## src/rtl/tfm_pkg.sv

```systemverilog
package tfm_pkg;

  localparam logic [2:0] CMD_LIVE  = 3'b000;
  localparam logic [2:0] CMD_CAP_T = 3'b001;
  localparam logic [2:0] CMD_CAP_C = 3'b010;
  localparam logic [2:0] CMD_MIN   = 3'b101;

  typedef enum logic {PK_MAX = 1'b0, PK_MIN = 1'b1} peak_mode_e;

  typedef struct packed {
    logic seed_max;
    logic seed_min;
    logic cap_t;
    logic cap_c;
  } cmd_dec_t;

  // Reserved codes fall into the max-seed case.
  function automatic cmd_dec_t decode_cmd(input logic [2:0] c);
    cmd_dec_t d;
    d.cap_t    = (c == CMD_CAP_T);
    d.cap_c    = (c == CMD_CAP_C);
    d.seed_min = (c == CMD_MIN);
    d.seed_max = !(d.cap_t || d.cap_c || d.seed_min);
    return d;
  endfunction

endpackage

```

## src/rtl/tfm_settle.sv

```systemverilog
module tfm_settle #(
  parameter int SETTLE_CYCLES = 64
) (
  input  logic clk,
  input  logic rst_n,
  input  logic enable,
  output logic armed
);
  localparam int SW = $clog2(SETTLE_CYCLES + 1);
  localparam logic [SW-1:0] LIMIT = SW'(SETTLE_CYCLES);

  logic [SW-1:0] cnt_q, cnt_d;
  logic          done;

  assign done = (cnt_q == LIMIT);

  always_comb begin
    if (!enable)   cnt_d = '0;
    else if (done) cnt_d = cnt_q;
    else           cnt_d = cnt_q + 1'b1;
  end

  always_ff @(posedge clk or negedge rst_n) begin
    if (!rst_n) cnt_q <= '0;
    else        cnt_q <= cnt_d;
  end

  assign armed = enable && done;

  assert_settle_bound_R5: assert property (@(posedge clk) disable iff (!rst_n)
    cnt_q <= LIMIT);
  assert_settle_restart_R4: assert property (@(posedge clk) disable iff (!rst_n)
    !enable |=> (cnt_q == '0));
endmodule

```

## src/rtl/tfm_fault_cmp.sv

```systemverilog
module tfm_fault_cmp #(
  parameter int CNT_W = 5,
  parameter int THR_W = 4
) (
  input  logic             clk,
  input  logic             rst_n,
  input  logic             arm,
  input  logic [CNT_W-1:0] count,
  input  logic [THR_W-1:0] thr,
  output logic             flag
);
  localparam int W = (CNT_W > THR_W + 1) ? CNT_W : THR_W + 1;

  logic [W-1:0] cnt_x, lim_x;
  logic         flag_d;

  assign cnt_x  = W'(count);
  assign lim_x  = W'({thr, 1'b0});
  assign flag_d = arm && (cnt_x > lim_x);

  always_ff @(posedge clk or negedge rst_n) begin
    if (!rst_n) flag <= 1'b0;
    else        flag <= flag_d;
  end

  assert_quiet_unarmed_R4: assert property (@(posedge clk) disable iff (!rst_n)
    !arm |=> !flag);
  assert_no_fault_at_limit_R3: assert property (@(posedge clk) disable iff (!rst_n)
    (W'(count) <= W'({thr, 1'b0})) |=> !flag);
endmodule

```

## src/rtl/tfm_peak.sv

```systemverilog
module tfm_peak
  import tfm_pkg::*;
#(
  parameter int CNT_W = 5
) (
  input  logic             clk,
  input  logic             rst_n,
  input  logic [2:0]       cmd,
  input  logic [CNT_W-1:0] cnt_true,
  input  logic [CNT_W-1:0] cnt_comp,
  output logic [CNT_W-1:0] rd_true,
  output logic [CNT_W-1:0] rd_comp
);
  localparam logic [CNT_W-1:0] TOP = '1;

  cmd_dec_t         dec;
  peak_mode_e       mode_q, mode_d;
  logic [CNT_W-1:0] peak_q, peak_d, sel;
  logic             better, peak_en;

  assign dec    = decode_cmd(cmd);
  assign sel    = dec.cap_c ? cnt_comp : cnt_true;
  assign better = (mode_q == PK_MAX) ? (sel > peak_q) : (sel < peak_q);

  always_comb begin
    peak_en = 1'b1;
    peak_d  = peak_q;
    mode_d  = mode_q;
    if (dec.seed_max) begin
      peak_d = '0;
      mode_d = PK_MAX;
    end else if (dec.seed_min) begin
      peak_d = TOP;
      mode_d = PK_MIN;
    end else begin
      peak_en = better;
      peak_d  = sel;
    end
  end

  always_ff @(posedge clk or negedge rst_n) begin
    if (!rst_n) begin
      peak_q <= '0;
      mode_q <= PK_MAX;
    end else if (peak_en) begin
      peak_q <= peak_d;
      mode_q <= mode_d;
    end
  end

  assign rd_true = dec.cap_t ? peak_q : cnt_true;
  assign rd_comp = dec.cap_c ? peak_q : cnt_comp;

  assert_min_seed_R9: assert property (@(posedge clk) disable iff (!rst_n)
    (cmd == CMD_MIN) |=> (peak_q == TOP && mode_q == PK_MIN));
  assert_reserved_seed_R11: assert property (@(posedge clk) disable iff (!rst_n)
    (cmd == 3'b011 || cmd == 3'b100 || cmd[2:1] == 2'b11) |=> (peak_q == '0 && mode_q == PK_MAX));
  assert_max_monotone_R7: assert property (@(posedge clk) disable iff (!rst_n)
    ((cmd == CMD_CAP_T || cmd == CMD_CAP_C) && mode_q == PK_MAX) |=> (peak_q >= $past(peak_q)));
  assert_min_monotone_R10: assert property (@(posedge clk) disable iff (!rst_n)
    ((cmd == CMD_CAP_T || cmd == CMD_CAP_C) && mode_q == PK_MIN) |=> (peak_q <= $past(peak_q)));
endmodule

```

## src/rtl/term_fault_monitor.sv

```systemverilog
module term_fault_monitor #(
  parameter int CNT_W         = 5,
  parameter int THR_W         = 4,
  parameter int SETTLE_CYCLES = 64
) (
  input  logic             clk,
  input  logic             rst_n,
  input  logic             drv_enable,
  input  logic             rate_sd,
  input  logic [THR_W-2:0] hd_thr_hi,
  input  logic             hd_thr_lsb,
  input  logic [THR_W-2:0] sd_thr_hi,
  input  logic             sd_thr_lsb,
  input  logic [CNT_W-1:0] cnt_true,
  input  logic [CNT_W-1:0] cnt_comp,
  input  logic [2:0]       cmd,
  output logic             fault_true,
  output logic             fault_comp,
  output logic [CNT_W-1:0] rd_true,
  output logic [CNT_W-1:0] rd_comp
);
  localparam int LEGS = 2;

  logic             armed;
  logic [THR_W-1:0] thr_sel;
  logic [CNT_W-1:0] leg_cnt [LEGS];
  logic [LEGS-1:0]  leg_flag;

  assign thr_sel    = rate_sd ? {sd_thr_hi, sd_thr_lsb} : {hd_thr_hi, hd_thr_lsb};
  assign leg_cnt[0] = cnt_true;
  assign leg_cnt[1] = cnt_comp;

  tfm_settle #(.SETTLE_CYCLES(SETTLE_CYCLES)) u_settle (
    .clk(clk), .rst_n(rst_n), .enable(drv_enable), .armed(armed)
  );

  for (genvar g = 0; g < LEGS; g++) begin : g_leg
    tfm_fault_cmp #(.CNT_W(CNT_W), .THR_W(THR_W)) u_cmp (
      .clk(clk), .rst_n(rst_n), .arm(armed),
      .count(leg_cnt[g]), .thr(thr_sel), .flag(leg_flag[g])
    );
  end

  assign fault_true = leg_flag[0];
  assign fault_comp = leg_flag[1];

  tfm_peak #(.CNT_W(CNT_W)) u_peak (
    .clk(clk), .rst_n(rst_n), .cmd(cmd),
    .cnt_true(cnt_true), .cnt_comp(cnt_comp),
    .rd_true(rd_true), .rd_comp(rd_comp)
  );

  assert_disabled_quiet_R4: assert property (@(posedge clk) disable iff (!rst_n)
    !drv_enable |=> (!fault_true && !fault_comp));
endmodule

```

## config.mk

```make
export PLATFORM = sky130hd
export DESIGN_NAME = term_fault_monitor
export DESIGN_NICKNAME = d
export VERILOG_FILES = /design/src/rtl/tfm_pkg.sv /design/src/rtl/tfm_settle.sv /design/src/rtl/tfm_fault_cmp.sv /design/src/rtl/tfm_peak.sv /design/src/rtl/term_fault_monitor.sv
export SDC_FILE = /design/constraint.sdc
export NUM_CORES = 1
export LEC_CHECK = 0
export ABC_AREA = 0
export BUFFER_PORTS_ARGS = -buffer_cell sky130_fd_sc_hd__buf_2
export CORE_ASPECT_RATIO = 1.75
export CORE_MARGIN = 4
export CORE_UTILIZATION = 56
export DETAILED_ROUTE_END_ITERATION = 10
export GPL_TIMING_DRIVEN = 0
export PLACE_DENSITY = 0.9
export SYNTH_ARGS = -nofsm -noshare
export SYNTH_HDL_FRONTEND = slang
export SYNTH_HIERARCHICAL = 1
export SYNTH_SLANG_ARGS = --single-unit
```

## constraint.sdc

```tcl
create_clock -name clk -period 4.8 [get_ports clk]
set_clock_uncertainty 0.2 [all_clocks]
set_input_delay 0.24 -clock clk [delete_from_list [all_inputs] [get_ports clk]]
set_output_delay 0.24 -clock clk [all_outputs]
set_load 0.01 [all_outputs]
```

Word-level counts from Yosys, hierarchy flattened
Cells that the tools add are included.

Register bits: 15. Input port bits: 25. Word-level logic and storage cells: 35.

$add $sub $neg: 1. $lt $le $gt $ge: 4. Equality and inequality tests: 6. Multiplexer cells: 13. Reductions and logical operators: 6.

Operator list (number): $mux 5 (5); $gt 5x5->1 (3); $mux 7 (2); $add 7x1->7 const B (1); $eq 7x7->1 const B (1); $lt 5x5->1 (1); $mux 1 (5); $mux 4 (1); $eq 3x1->1 const B (1); $eq 3x2->1 const B (1); $eq 3x3->1 const B (1); $logic_and 1x1->1 (3); $logic_or 1x1->1 (2); $ne 2x1->1 const B (1); $ne 2x2->1 const B (1); $reduce_and 2->1 (1).

Depth between registers and ports, before layout
Word-level depth: 7. Gate-level depth with buffers: 10.

By module
Netlist, hierarchy kept.

By module, submodules not included: tfm_peak (instances 1, cells an instance 73, area an instance 620.6 µm²); tfm_settle (instances 1, cells an instance 41, area an instance 386.6 µm²); tfm_fault_cmp (instances 2, cells an instance 16, area an instance 130.1 µm²); term_fault_monitor (instances 1, cells an instance 4, area an instance 45.0 µm²).

Least setup slack after synthesis
No wires, ideal clock.

Kind: input to register. Start: in cmd[2]. End: reg u_peak.peak_q[0]. Setup time: 125 ps. Arrival: 2134 ps. Slack: 2342 ps. Stages on the path: 8. Path through: buf_2 nor2_2 mux2_4 ha_1 a21o_1 or3_1 o211a_2 mux2_2.

Word-level cells in the longest chain between the ends: 6.

Ends and longest elaborated chain: start, declared (RTL line term_fault_monitor.sv:16) `input logic [2:0] cmd,`; $eq 3x2->1 (RTL line tfm_pkg.sv:21) `d.cap_c = (c == CMD_CAP_C);`; $mux 5 (RTL line tfm_peak.sv:22) `assign sel = dec.cap_c ? cnt_comp : cnt_true;`; $gt 5x5->1 / $lt 5x5->1 (equally long branches) (RTL line tfm_peak.sv:23) `assign better = (mode_q == PK_MAX) ? (sel > peak_q) : (sel < peak_q);`; $mux 1 (RTL line tfm_peak.sv:23); $mux 1 (RTL line tfm_peak.sv:32) `end else if (dec.seed_min) begin`; $mux 1 (RTL line tfm_peak.sv:29) `if (dec.seed_max) begin`; end signal, assigned (RTL line tfm_peak.sv:46) `peak_q <= peak_d;`; end, declared (RTL line tfm_peak.sv:18) `logic [CNT_W-1:0] peak_q, peak_d, sel;`.

Several ways; a longest one is shown, not always the timed one. A chain may end at the register's enable or synchronous reset.

Final worst setup path
Start: in cmd[0]. End: reg u_peak.peak_q[0].

The elaborated chain is that of the path after synthesis.

==> impl_metrics.ini <==
[status]
status = finished, final reports clean

[drt]
dr.pass1.iters = 4
post_drt_wl_per_cell_um = 15.3
drt_iter0_drc = 40
vias = 1271
detail-route-antenna-nets = 0
drc_errors = 0
via_per_inst = 5.91
drt-total-wl_mm = 3.29

[final_layout]
final_common_cell = buf_2
drive_gt1_frac = 0.332
fillers = 194
diodes = 0
final_cell_mix = 38 x buf_2, 20 x nand2_1, 18 x inv_1, 17 x mux2_2
seq_area_um2 = 375
final_util = 0.693
multi_input_area_um2 = 851
nNetsFinal = 231
area_delta_synth_final_pct = 20.0

[sta]
tightest_slew_ps = 511
finalSetupTns_ps = 0
max_freq_ghz = 0.382
timing.final.crit_share = 0.545
finalSetupViolCount = 0
layout_setup_ws_ps = 2180
finalHoldViolations = 0
final_max_slew_viol_count = 0
fin_crit_ps = 2620
slew_headroom = 0.658
grt_setup_unrepaired = no

[yosys]
yosysTopAreaCell = dfrtp_1
synthCells = 150
synth-compound-area-share = 0.119
syn_area_mm2 = 0.00131
yosysWarningCount = 6
ys_ff_latch = 15
synth_top_family_by_area = multiplexers
synthSimpleGateAreaFrac = 0.177
synth-xor-area-share = 0.0133
synthAdderAreaFrac = 0.143
ys_seq_area_frac = 0.286
ys_types = 31
syn-num-nets = 190
synth_area_leaders = dfrtp_1 29%, mux2_2 15%, ha_1 14%
synthMuxAreaShare = 0.195
synth_top_area_frac = 0.286
syn_area_per_cell_um2 = 8.75

[critical_path]
end_kind = register
crit_type = input port to register
r2r_setup_slack_ps = 2670
cp-start-kind = input port
worstPathArrival_ps = 2550
cp.required_ps = 4740
critical_path.startpoint = cmd[0]
reg2reg_to = u_peak/peak_q[0]
endpoint = u_peak/peak_q[0]
reg2reg_from = u_peak/peak_q[2]
worstPathMaxFanout = 10
reg2reg_depth = 7

[grt]
grt_pass1_vias = 1272
grt_pass1_wl_mm = 5.39
track_usage = 0.230
antenna_found_initial = 0
grt_max_degree = 16
grt.overflow.total = 0

[clock_network]
clk_pin_slew_worst_paths_ps = 60
htreeDepth = 1
cts_tree = yes
numClockSinks = 15
ctsRootBufferMaster = clkbuf_8
cts_buffer_depth = 2
cts_made_buffers = 3
cts_setup_buffers = 0
clkLatencyLatePin_ps = 250

[placement]
globalplace.congestion = 0.876
place_hpwl_mm = 2.66
io_buffers = 35
dpl_worst_slack_ps = 1950

[power_and_ir_drop]
leakage_nw = 0.806
powerDensity_mw_per_mm2 = 224
vdd_drop_max_v = 0.000208

[floorplan]
die_height_um = 72.0
die_w_um = 44.6
core_mm2 = 0.00227
die_area_mm2 = 0.00321
ios = 37
initial_core_util = 0.577
rows = 23

[flow_run]
drv_cap = 0

[hold_path]
holdCritPathClass = input port to register
hold_depth = 3
-- per-stage QoR --
step           power [mW]  hold slack (ps)  instances  instance area [µm²]
2_1_floorplan       0.209             -256        150                 1310
3_3_place_gp        0.239            -42.0        210                 1520
3_5_place_dp        0.249            -32.6        210                 1520
4_1_cts             0.357             66.7        215                 1580
5_1_grt             0.379             84.9        215                 1580
6_report            0.353             72.3        215                 1580
-- cell type report --
class / count / area share
Buffer: 4 / 0.0119
Clock buffer: 3 / 0.0262
Clock inverter: 1 / 0.00318
Inverter: 18 / 0.0429
Multi-Input combinational cell: 113 / 0.540
Sequential cell: 15 / 0.238
Tap cell: 25 / 0.0199
Timing Repair Buffer: 36 / 0.118
-- critical path, cell delays in order --
cell,delay [ps]
buf_2,110
nand2b_1,170
nor2_2,250
buf_2,300
o21ai_0,130
ha_1,310
nand4_1,120
o22ai_1,180
or3_1,140
o211a_2,260
mux2_2,360
-- per-layer routing --
metal / routed length, µm / vias up / track usage / share of wire
li1: - / 599 / - / -
met4: 219 / 0 / 0.178 / 0.067
met3: 253 / 19 / 0.0397 / 0.077
met2: 1650 / 70 / 0.382 / 0.50
met1: 1170 / 583 / 0.246 / 0.36
met5: 0 / - / 0 / 0
-- how the worst min path moves through the flow --
stage | startpoint | endpoint
after floorplan | rst_n | g_leg[0].u_cmp/flag
after global placement | rst_n | u_settle/cnt_q[3]
after detailed placement | rst_n | u_settle/cnt_q[3]
after CTS | drv_enable | u_settle/cnt_q[5]
after global routing | drv_enable | u_settle/cnt_q[5]
final | drv_enable | u_settle/cnt_q[5]
-- cell families after synthesis --
group,Yosys count
simple gates,46
compound gates,27
mux,23
buf+inv,22
fa+ha+maj,15
flops,15
xor+xnor,2
-- power breakdown --
group	internal, mW	switching (mW)	total [mW]	leakage [nW]
clock network	0.0577	0.0472	0.105	0.0255
logic	0.0507	0.0569	0.108	0.579
registers	0.134	0.00699	0.141	0.201
total	0.242	0.111	0.353	0.806
-- what timing repair did --
item / CTS / global route
hold buffers: 1 / 0
gates resized for setup: 0 / 0
hold endpoints to repair: 15 / 0
-- flip-flops by register name (all words and copies together) (netlist names) --
register and cells:
g_leg.u_cmp/flag 2, u_settle/cnt_q 7, u_peak/mode_q 1, u_peak/peak_q 5
-- cells in the mapped netlist --
master    count
nand2_1      20
inv_1        18
mux2_2       17
dfrtp_1      15
ha_1         15
o21ai_0      13
a21oi_1       6
mux2i_1       5
nand2b_1      5
nor2_1        4
and2_1        3
buf_2         3
nand3_1       3
nor2b_1       3
o211ai_1      2
o22ai_1       2
xnor2_1       2
a21o_1        1
a22o_1        1
a22oi_1       1
and3_1        1
clkbuf_1      1
mux2_4        1
nand3_2       1
nand3b_1      1
nand4_1       1
nor2_2        1
nor4_1        1
o211a_2       1
or3_1         1
or4b_1        1
No activity file was read; power rests on OpenSTA's default activity.
